===== src/rtl/sysexc_pkg.sv =====
package sysexc_pkg;

    localparam int ADDR_W     = 12;
    localparam int DATA_W     = 32;
    localparam int VEC_W      = 9;
    localparam int PRIO_WORDS = 3;
    localparam int PRIO_W     = 8;
    localparam int LANES      = DATA_W / PRIO_W;
    localparam int FE_N       = 3;
    localparam int N_ACT      = 7;
    localparam int N_PND      = 4;

    localparam logic [ADDR_W-1:0] OFF_STATUS = 12'hD04;
    localparam logic [ADDR_W-1:0] OFF_VTB    = 12'hD08;
    localparam logic [ADDR_W-1:0] OFF_RST    = 12'hD0C;
    localparam logic [ADDR_W-1:0] OFF_PRIO0  = 12'hD18;
    localparam logic [ADDR_W-1:0] OFF_HCS    = 12'hD24;

    localparam logic [15:0]       RST_KEY    = 16'h05FA;
    localparam logic [DATA_W-1:0] RST_RDVAL  = 32'h0FA0_5000;
    localparam int VTB_LSB = 7;

    localparam int ST_RETBASE = 11;
    localparam int ST_PEND_LSB = 12;
    localparam int ST_EXT  = 22;
    localparam int ST_TICK = 26;
    localparam int ST_DFR  = 28;
    localparam int ST_NMI  = 31;
    localparam int WB_TICK_CLR = 25;
    localparam int WB_DFR_CLR  = 27;
    localparam int FE_LSB = 16;

    localparam int EXT_FIRST = 32;
    localparam int EXT_SHIFT = 16;

    typedef enum logic [2:0] {
        RG_NONE, RG_STATUS, RG_VTB, RG_RST, RG_PRIO, RG_HCS
    } reg_e;

    typedef struct packed {
        reg_e       kind;
        logic [3:0] widx;
        logic       bad;
    } dec_t;

    typedef struct packed {
        logic tick;
        logic dfr;
        logic dbg;
        logic svcall;
        logic usage;
        logic busf;
        logic mem;
    } hact_t;

    typedef struct packed {
        logic svcall;
        logic busf;
        logic mem;
        logic usage;
    } hpnd_t;

    function automatic logic [VEC_W-1:0] vec_report(input logic [VEC_W-1:0] v);
        return (v >= VEC_W'(EXT_FIRST)) ? v - VEC_W'(EXT_SHIFT) : v;
    endfunction

endpackage


===== src/rtl/sysexc_decode.sv =====
module sysexc_decode
    import sysexc_pkg::*;
#(
    parameter int NWORDS = PRIO_WORDS
) (
    input  logic              sel,
    input  logic [ADDR_W-1:0] addr,
    output dec_t              dec
);
    localparam logic [ADDR_W-1:0] PRIO_END = OFF_PRIO0 + ADDR_W'(4 * NWORDS);

    logic [ADDR_W-1:0] prel;
    assign prel = addr - OFF_PRIO0;

    always_comb begin
        dec      = '0;
        dec.kind = RG_NONE;
        if (sel) begin
            if (addr[1:0] != 2'b00) begin
                dec.bad = 1'b1;
            end else if (addr == OFF_STATUS) begin
                dec.kind = RG_STATUS;
            end else if (addr == OFF_VTB) begin
                dec.kind = RG_VTB;
            end else if (addr == OFF_RST) begin
                dec.kind = RG_RST;
            end else if (addr == OFF_HCS) begin
                dec.kind = RG_HCS;
            end else if (addr >= OFF_PRIO0 && addr < PRIO_END) begin
                dec.kind = RG_PRIO;
                dec.widx = 4'(prel >> 2);
            end else begin
                dec.bad = 1'b1;
            end
        end
    end
endmodule


===== src/rtl/sysexc_prio_bank.sv =====
module sysexc_prio_bank
    import sysexc_pkg::*;
#(
    parameter int NWORDS = PRIO_WORDS,
    parameter int PW     = PRIO_W,
    parameter int NL     = LANES
) (
    input  logic                   clk,
    input  logic                   rst,
    input  logic                   we,
    input  logic [3:0]             widx,
    input  logic [DATA_W-1:0]      wdata,
    output logic [NWORDS*NL*PW-1:0] prio_flat,
    output logic [DATA_W-1:0]      rd_word
);
    logic [PW-1:0] pr [NWORDS][NL];

    always_ff @(posedge clk) begin
        for (int w = 0; w < NWORDS; w++) begin
            for (int l = 0; l < NL; l++) begin
                if (rst) begin
                    pr[w][l] <= '0;
                end else if (we && widx == 4'(w)) begin
                    pr[w][l] <= wdata[l*PW +: PW];
                end
            end
        end
    end

    for (genvar gw = 0; gw < NWORDS; gw++) begin : g_word
        for (genvar gl = 0; gl < NL; gl++) begin : g_lane
            assign prio_flat[(gw*NL+gl)*PW +: PW] = pr[gw][gl];
        end
    end

    always_comb begin
        rd_word = '0;
        for (int w = 0; w < NWORDS; w++) begin
            if (widx == 4'(w)) begin
                for (int l = 0; l < NL; l++) begin
                    rd_word[l*PW +: PW] = pr[w][l];
                end
            end
        end
    end

    AST_PRIO_HOLD: assert property (@(posedge clk) disable iff (rst)
        !$past(we) |-> $stable(prio_flat));
endmodule


===== src/rtl/sysexc_status.sv =====
module sysexc_status
    import sysexc_pkg::*;
(
    input  logic              run_valid,
    input  logic [VEC_W-1:0]  run_vec,
    input  logic              run_single,
    input  logic              pend_valid,
    input  logic [VEC_W-1:0]  pend_vec,
    input  logic              ext_pend_any,
    input  logic              nmi_st,
    input  logic              dfr_st,
    input  logic              tick_st,
    input  hact_t             act,
    input  hpnd_t             pnd,
    input  logic [FE_N-1:0]   fen,
    output logic [DATA_W-1:0] stat_word,
    output logic [DATA_W-1:0] hcs_word
);
    always_comb begin
        stat_word = '0;
        if (run_valid) stat_word[VEC_W-1:0] = vec_report(run_vec);
        stat_word[ST_RETBASE] = !run_valid || run_single;
        if (pend_valid) stat_word[ST_PEND_LSB +: VEC_W] = vec_report(pend_vec);
        stat_word[ST_EXT]  = ext_pend_any;
        stat_word[ST_TICK] = tick_st;
        stat_word[ST_DFR]  = dfr_st;
        stat_word[ST_NMI]  = nmi_st;
    end

    always_comb begin
        hcs_word = '0;
        hcs_word[0]  = act.mem;
        hcs_word[1]  = act.busf;
        hcs_word[3]  = act.usage;
        hcs_word[7]  = act.svcall;
        hcs_word[8]  = act.dbg;
        hcs_word[10] = act.dfr;
        hcs_word[11] = act.tick;
        hcs_word[12] = pnd.usage;
        hcs_word[13] = pnd.mem;
        hcs_word[14] = pnd.busf;
        hcs_word[15] = pnd.svcall;
        hcs_word[FE_LSB +: FE_N] = fen;
    end
endmodule


===== src/rtl/sysexc_regfile.sv =====
module sysexc_regfile
    import sysexc_pkg::*;
(
    input  logic                           clk,
    input  logic                           rst,
    input  logic                           bus_sel,
    input  logic                           bus_wr,
    input  logic [ADDR_W-1:0]              bus_addr,
    input  logic [DATA_W-1:0]              bus_wdata,
    output logic [DATA_W-1:0]              bus_rdata,
    output logic                           bus_err,
    input  logic                           run_valid,
    input  logic [VEC_W-1:0]               run_vec,
    input  logic                           run_single,
    input  logic                           pend_valid,
    input  logic [VEC_W-1:0]               pend_vec,
    input  logic                           ext_pend_any,
    input  logic                           nmi_pend_st,
    input  logic                           dfr_pend_st,
    input  logic                           tick_pend_st,
    input  logic                           hw_tick_set,
    input  logic [N_ACT-1:0]               hnd_active,
    input  logic [N_PND-1:0]               hnd_pending,
    output logic                           nmi_set,
    output logic                           dfr_set,
    output logic                           dfr_clr,
    output logic                           tick_set,
    output logic                           tick_clr,
    output logic                           clr_act_req,
    output logic                           rst_req,
    output logic [DATA_W-1:0]              vt_base,
    output logic [FE_N-1:0]                fault_en,
    output logic [PRIO_WORDS*LANES*PRIO_W-1:0] prio_out
);
    dec_t              dec;
    logic [DATA_W-1:0] stat_word, hcs_word, prio_word, rd_mux;
    logic              wr_stat, wr_key, prio_we;

    sysexc_decode #(.NWORDS(PRIO_WORDS)) u_dec (
        .sel(bus_sel), .addr(bus_addr), .dec(dec)
    );

    sysexc_status u_stat (
        .run_valid(run_valid), .run_vec(run_vec), .run_single(run_single),
        .pend_valid(pend_valid), .pend_vec(pend_vec), .ext_pend_any(ext_pend_any),
        .nmi_st(nmi_pend_st), .dfr_st(dfr_pend_st), .tick_st(tick_pend_st),
        .act(hact_t'(hnd_active)), .pnd(hpnd_t'(hnd_pending)), .fen(fault_en),
        .stat_word(stat_word), .hcs_word(hcs_word)
    );

    assign prio_we = bus_wr && dec.kind == RG_PRIO;

    sysexc_prio_bank #(.NWORDS(PRIO_WORDS), .PW(PRIO_W), .NL(LANES)) u_prio (
        .clk(clk), .rst(rst), .we(prio_we), .widx(dec.widx),
        .wdata(bus_wdata), .prio_flat(prio_out), .rd_word(prio_word)
    );

    // pending control strobes: set side has priority over its clear bit
    assign wr_stat  = bus_wr && dec.kind == RG_STATUS;
    assign nmi_set  = wr_stat && bus_wdata[ST_NMI];
    assign dfr_set  = wr_stat && bus_wdata[ST_DFR];
    assign dfr_clr  = wr_stat && !bus_wdata[ST_DFR] && bus_wdata[WB_DFR_CLR];
    assign tick_set = (wr_stat && bus_wdata[ST_TICK]) || hw_tick_set;
    assign tick_clr = wr_stat && !bus_wdata[ST_TICK] && bus_wdata[WB_TICK_CLR]
                      && !hw_tick_set;

    assign wr_key      = bus_wr && dec.kind == RG_RST && bus_wdata[31:16] == RST_KEY;
    assign clr_act_req = wr_key && bus_wdata[1];
    assign rst_req     = wr_key && (bus_wdata[0] || bus_wdata[2]);

    always_ff @(posedge clk) begin
        if (rst) begin
            vt_base  <= '0;
            fault_en <= '0;
        end else if (bus_wr) begin
            if (dec.kind == RG_VTB)
                vt_base <= {bus_wdata[DATA_W-1:VTB_LSB], VTB_LSB'(0)};
            if (dec.kind == RG_HCS)
                fault_en <= bus_wdata[FE_LSB +: FE_N];
        end
    end

    always_comb begin
        case (dec.kind)
            RG_STATUS: rd_mux = stat_word;
            RG_VTB:    rd_mux = vt_base;
            RG_RST:    rd_mux = RST_RDVAL;
            RG_PRIO:   rd_mux = prio_word;
            RG_HCS:    rd_mux = hcs_word;
            default:   rd_mux = '0;
        endcase
    end

    always_ff @(posedge clk) begin
        if (rst) begin
            bus_rdata <= '0;
            bus_err   <= 1'b0;
        end else begin
            bus_err <= dec.bad;
            if (bus_sel && !bus_wr) bus_rdata <= rd_mux;
        end
    end

    AST_DFR_EXCL: assert property (@(posedge clk) disable iff (rst)
        !(dfr_set && dfr_clr));
    AST_TICK_EXCL: assert property (@(posedge clk) disable iff (rst)
        !(tick_set && tick_clr));
    AST_HW_TICK: assert property (@(posedge clk) disable iff (rst)
        hw_tick_set |-> tick_set && !tick_clr);
    AST_IDLE_VEC: assert property (@(posedge clk) disable iff (rst)
        (bus_sel && !bus_wr && bus_addr == OFF_STATUS && !run_valid)
        |=> bus_rdata[ST_RETBASE] && bus_rdata[VEC_W-1:0] == '0);
    AST_VTB_ALIGN: assert property (@(posedge clk) disable iff (rst)
        vt_base[VTB_LSB-1:0] == '0);
    AST_RST_KEY: assert property (@(posedge clk) disable iff (rst)
        (rst_req || clr_act_req) |-> bus_wdata[31:16] == RST_KEY);
    AST_FE_HOLD: assert property (@(posedge clk) disable iff (rst)
        !$past(bus_sel && bus_wr && bus_addr == OFF_HCS) |-> $stable(fault_en));
    AST_ERR_AFTER_ACC: assert property (@(posedge clk) disable iff (rst)
        bus_err |-> $past(bus_sel));
endmodule


===== config.mk =====
export PLATFORM = sky130hd
export DESIGN_NAME = sysexc_regfile
export DESIGN_NICKNAME = d
export VERILOG_FILES = /design/src/rtl/sysexc_pkg.sv /design/src/rtl/sysexc_decode.sv /design/src/rtl/sysexc_prio_bank.sv /design/src/rtl/sysexc_status.sv /design/src/rtl/sysexc_regfile.sv
export SDC_FILE = /design/constraint.sdc
export NUM_CORES = 1
export LEC_CHECK = 0
export BUFFER_PORTS_ARGS = -buffer_cell sky130_fd_sc_hd__clkbuf_2
export CORE_MARGIN = 5
export CORE_UTILIZATION = 52
export CTS_CLUSTER_DIAMETER = 100
export CTS_CLUSTER_SIZE = 20
export DETAILED_ROUTE_END_ITERATION = 16
export MAX_ROUTING_LAYER = met4
export PLACE_DENSITY = 0.82
export SYNTH_ARGS = -nofsm -noshare
export SYNTH_HDL_FRONTEND = slang
export SYNTH_SLANG_ARGS = --single-unit

===== constraint.sdc =====
create_clock -name clk -period 8.9 [get_ports clk]
set_clock_uncertainty 0.1 [all_clocks]
set_input_delay 0.445 -clock clk [delete_from_list [all_inputs] [get_ports clk]]
set_output_delay 0.445 -clock clk [all_outputs]
set_load 0.02 [all_outputs]

==> impl_metrics.ini <==
[final_layout]
diodes = 0
regArea_sq_mm = 0.00410
drive_above_1_share = 0.299
n_fill_cell = 1160
syn_to_final_growth_pct = 24.9
final_net_count = 1083
fin_util = 0.658
multi_input_area_sq_mm = 0.00333

[global_routing]
grt_overflow = 0
grt_max_degree = 42
antenna_found_initial = 0
gr-usage-all-layers = 0.319
grt_pass1_wl_mm = 41.7
grt_pass1_vias = 7286

[clock_tree]
h-tree-depth = 4
cts_inserted_buffers = 17
cts.path.max_buffers = 2
cts_resized = 0
tritoncts = done
cts-root-buf = clkbuf_16
path_clk_slew_ns = 0.06
clock_latency_ns = 0.43
cts.sinks = 157
postCtsHoldBufs = 0
cts_setup_buffers = 0

[power_and_ir_drop]
internal_power_w = 0.00127
comb_power_share = 0.095
clkPwrFrac = 0.419
cellLeakagePower_nw = 3.80
power_frac_seq = 0.486
power_density_mw_per_mm2 = 175
total_power_w = 0.00167
irDropWorstVdd_mv = 0.124
switching_share = 0.241
power.switching_w = 0.000403

[worst_setup_path]
critical_path_arrival_ns = 3.71
critPathMaxFanout = 32
crit_required_ns = 8.84
worstReg2RegStart = u_prio.pr[1][18]
cp-startpoint = bus_addr[3]
crit_path_start_kind = input port
r2r_cells = 6
endpoint_kind = register
worstSetupPathType = in -> reg

[worst_hold_path]
hold_class = in -> reg
hp-start = bus_wdata[9]
hold_depth = 3

[detailed_routing]
wl_per_cell_microns = 23.2
drtIter0Drc = 829
drtAntennaViolNets = 0
drt_first_pass_iters = 6
drc = 0
routed_via_density = 6.21
drt-total-wl_mm = 27.6
num_vias = 7390

[synthesis]
ys.flop_type = edfxtp_1
synth-seq-area-share = 0.538
syn_inst = 767
syn_avg_cell_area_sq_um = 9.94
ys_types = 58
synth_warnings = 0
synth_seq_cells = 157
synth_area_sq_mm = 0.00763
synth-edff-count = 96
async_flop_share = 0

[floorplan]
pin_count = 256
rows = 44
start_util = 0.527
die-height_microns = 131
dieArea_sq_mm = 0.0172
coreArea_sq_mm = 0.0145
die_x_microns = 131

[sta]
slew_headroom = 0.120
rsz0062_at_grt = no
finalCriticalPeriod_ns = 3.77
fin_ws_ns = 5.13
report.final.hold_viol_count = 0
drv_slew = 0
worst_slew_pin_slew_ns = 1.31
setup-violations-final = 0
setup-tns-final_ns = 0
fin_crit_sh = 0.424
fmax_mhz = 265

[place]
hpwl_mm = 19.6
portBuffers = 248
finalWeightedCongestion = 0.953
pre_cts_slack_ns = 4.78

[outcome]
outcome = completed

[job]
cap_violations = 0
Yosys cell counts (5+ instances only):
master     number  area share
a21oi_1        67       0.044
a222oi_1        6      0.0079
a22oi_1        10      0.0098
a2bb2oi_1      26       0.030
and2_1        104       0.085
and3_1         11      0.0090
buf_4           7      0.0069
clkbuf_1       41       0.020
dfxtp_1        61        0.16
edfxtp_1       96        0.38
ha_1            5      0.0082
inv_1           7      0.0034
nand2_1        80       0.039
nand2b_1       14       0.011
nand3_1        16       0.010
nand4_1         6      0.0049
nor2_1         41       0.020
nor3_1         10      0.0066
nor3b_1         5      0.0049
nor4_1          6      0.0049
o21a_1          5      0.0049
o21ai_0        48       0.031
o21ai_1        13      0.0085
o2bb2ai_1       9       0.010
or2_2           5      0.0041
xnor2_1         5      0.0057
sequential cells by signal (all words and copies together), names as in the netlist:
signal     flops
bus_err        1
bus_rdata     32
fault_en       3
u_prio.pr     96
vt_base       25
metal layers:
layer	track usage	routed length, microns	up-vias
li1	-	-	3225
met1	0.384	10100	3473
met2	0.495	13000	595
met3	0.0925	3290	97
met4	0.151	1200	0
met5	-	0	-
worst max-delay path, cell delays in order:
cell      delay (ns)
clkbuf_2        0.23
ha_1            0.38
nor4_1          0.47
nand2b_1        0.27
nand2b_1        0.75
o21bai_4        1.15
cells by family (layout without fill, tap and decap cells):
logic type,count (synthesis),after routing,share of synthesized area
buffers and inverters,59,292,0.0331
flip-flops,157,157,0.538
adder cells (fa/ha/maj),5,5,0.00820
AO/OA/AOI/OAI,212,212,0.179
XOR/XNOR,9,9,0.0103
AND/OR/NAND/NOR,323,323,0.229
other,1,7,0.000492
multiplexers,1,1,0.00131
power groups by stage:
stage | logic [W] | registers, W | clock network [W]
2_1_floorplan | 0.0000555 | 0.000850 | 0
3_3_place_gp | 0.000155 | 0.000824 | 0
3_5_place_dp | 0.000156 | 0.000825 | 0
4_1_cts | 0.000156 | 0.000809 | 0.000700
5_1_grt | 0.000167 | 0.000811 | 0.000736
6_report | 0.000159 | 0.000810 | 0.000699
worst paths after layout:
path              slack [ns]               to
setup reg to reg        7.36    bus_rdata[10]
hold reg to reg         0.37    bus_rdata[11]
hold / removal          0.17       vt_base[9]
setup / recovery        5.13  u_prio.pr[2][1]
metrics by stage:
| stage | std cells | instance area (sq um) | hold slack (ns) |
|---|---|---|---|
| floorplan | 773 | 7650 | 0.435 |
| global placement | 1158 | 8970 | 0.338 |
| detailed placement | 1158 | 8970 | 0.356 |
| CTS | 1190 | 9530 | 0.159 |
| global route | 1190 | 9530 | 0.161 |
| finish | 1190 | 9530 | 0.172 |
cells in the final DEF, fill, tap and decap left out, types with 6 or more instances in the layout:
cell type,synthesis,routed
nor3_1,10,10
a21oi_1,67,67
o2bb2ai_1,9,9
a2bb2oi_1,26,26
dfxtp_1,61,61
and2_1,104,104
clkbuf_16,0,17
edfxtp_1,96,96
o21ai_0,48,48
nor4_1,6,6
nand2_1,80,80
o21ai_1,13,13
and3_1,11,11
a222oi_1,6,6
nor2_1,41,37
inv_1,7,7
nand2b_1,14,14
nand3_1,16,16
conb_1,1,7
nand4_1,6,6
a22oi_1,10,10
clkbuf_2,0,248
cell type report:
cell class	instances	share of cell area
sequential	157	0.431
multi-input combinational	557	0.349
timing repair buffer	253	0.134
clock buffer	22	0.0487
tap	184	0.0242
clock inverter	10	0.0102
inverter	7	0.00276
No activity file was read; power rests on OpenSTA's default activity.
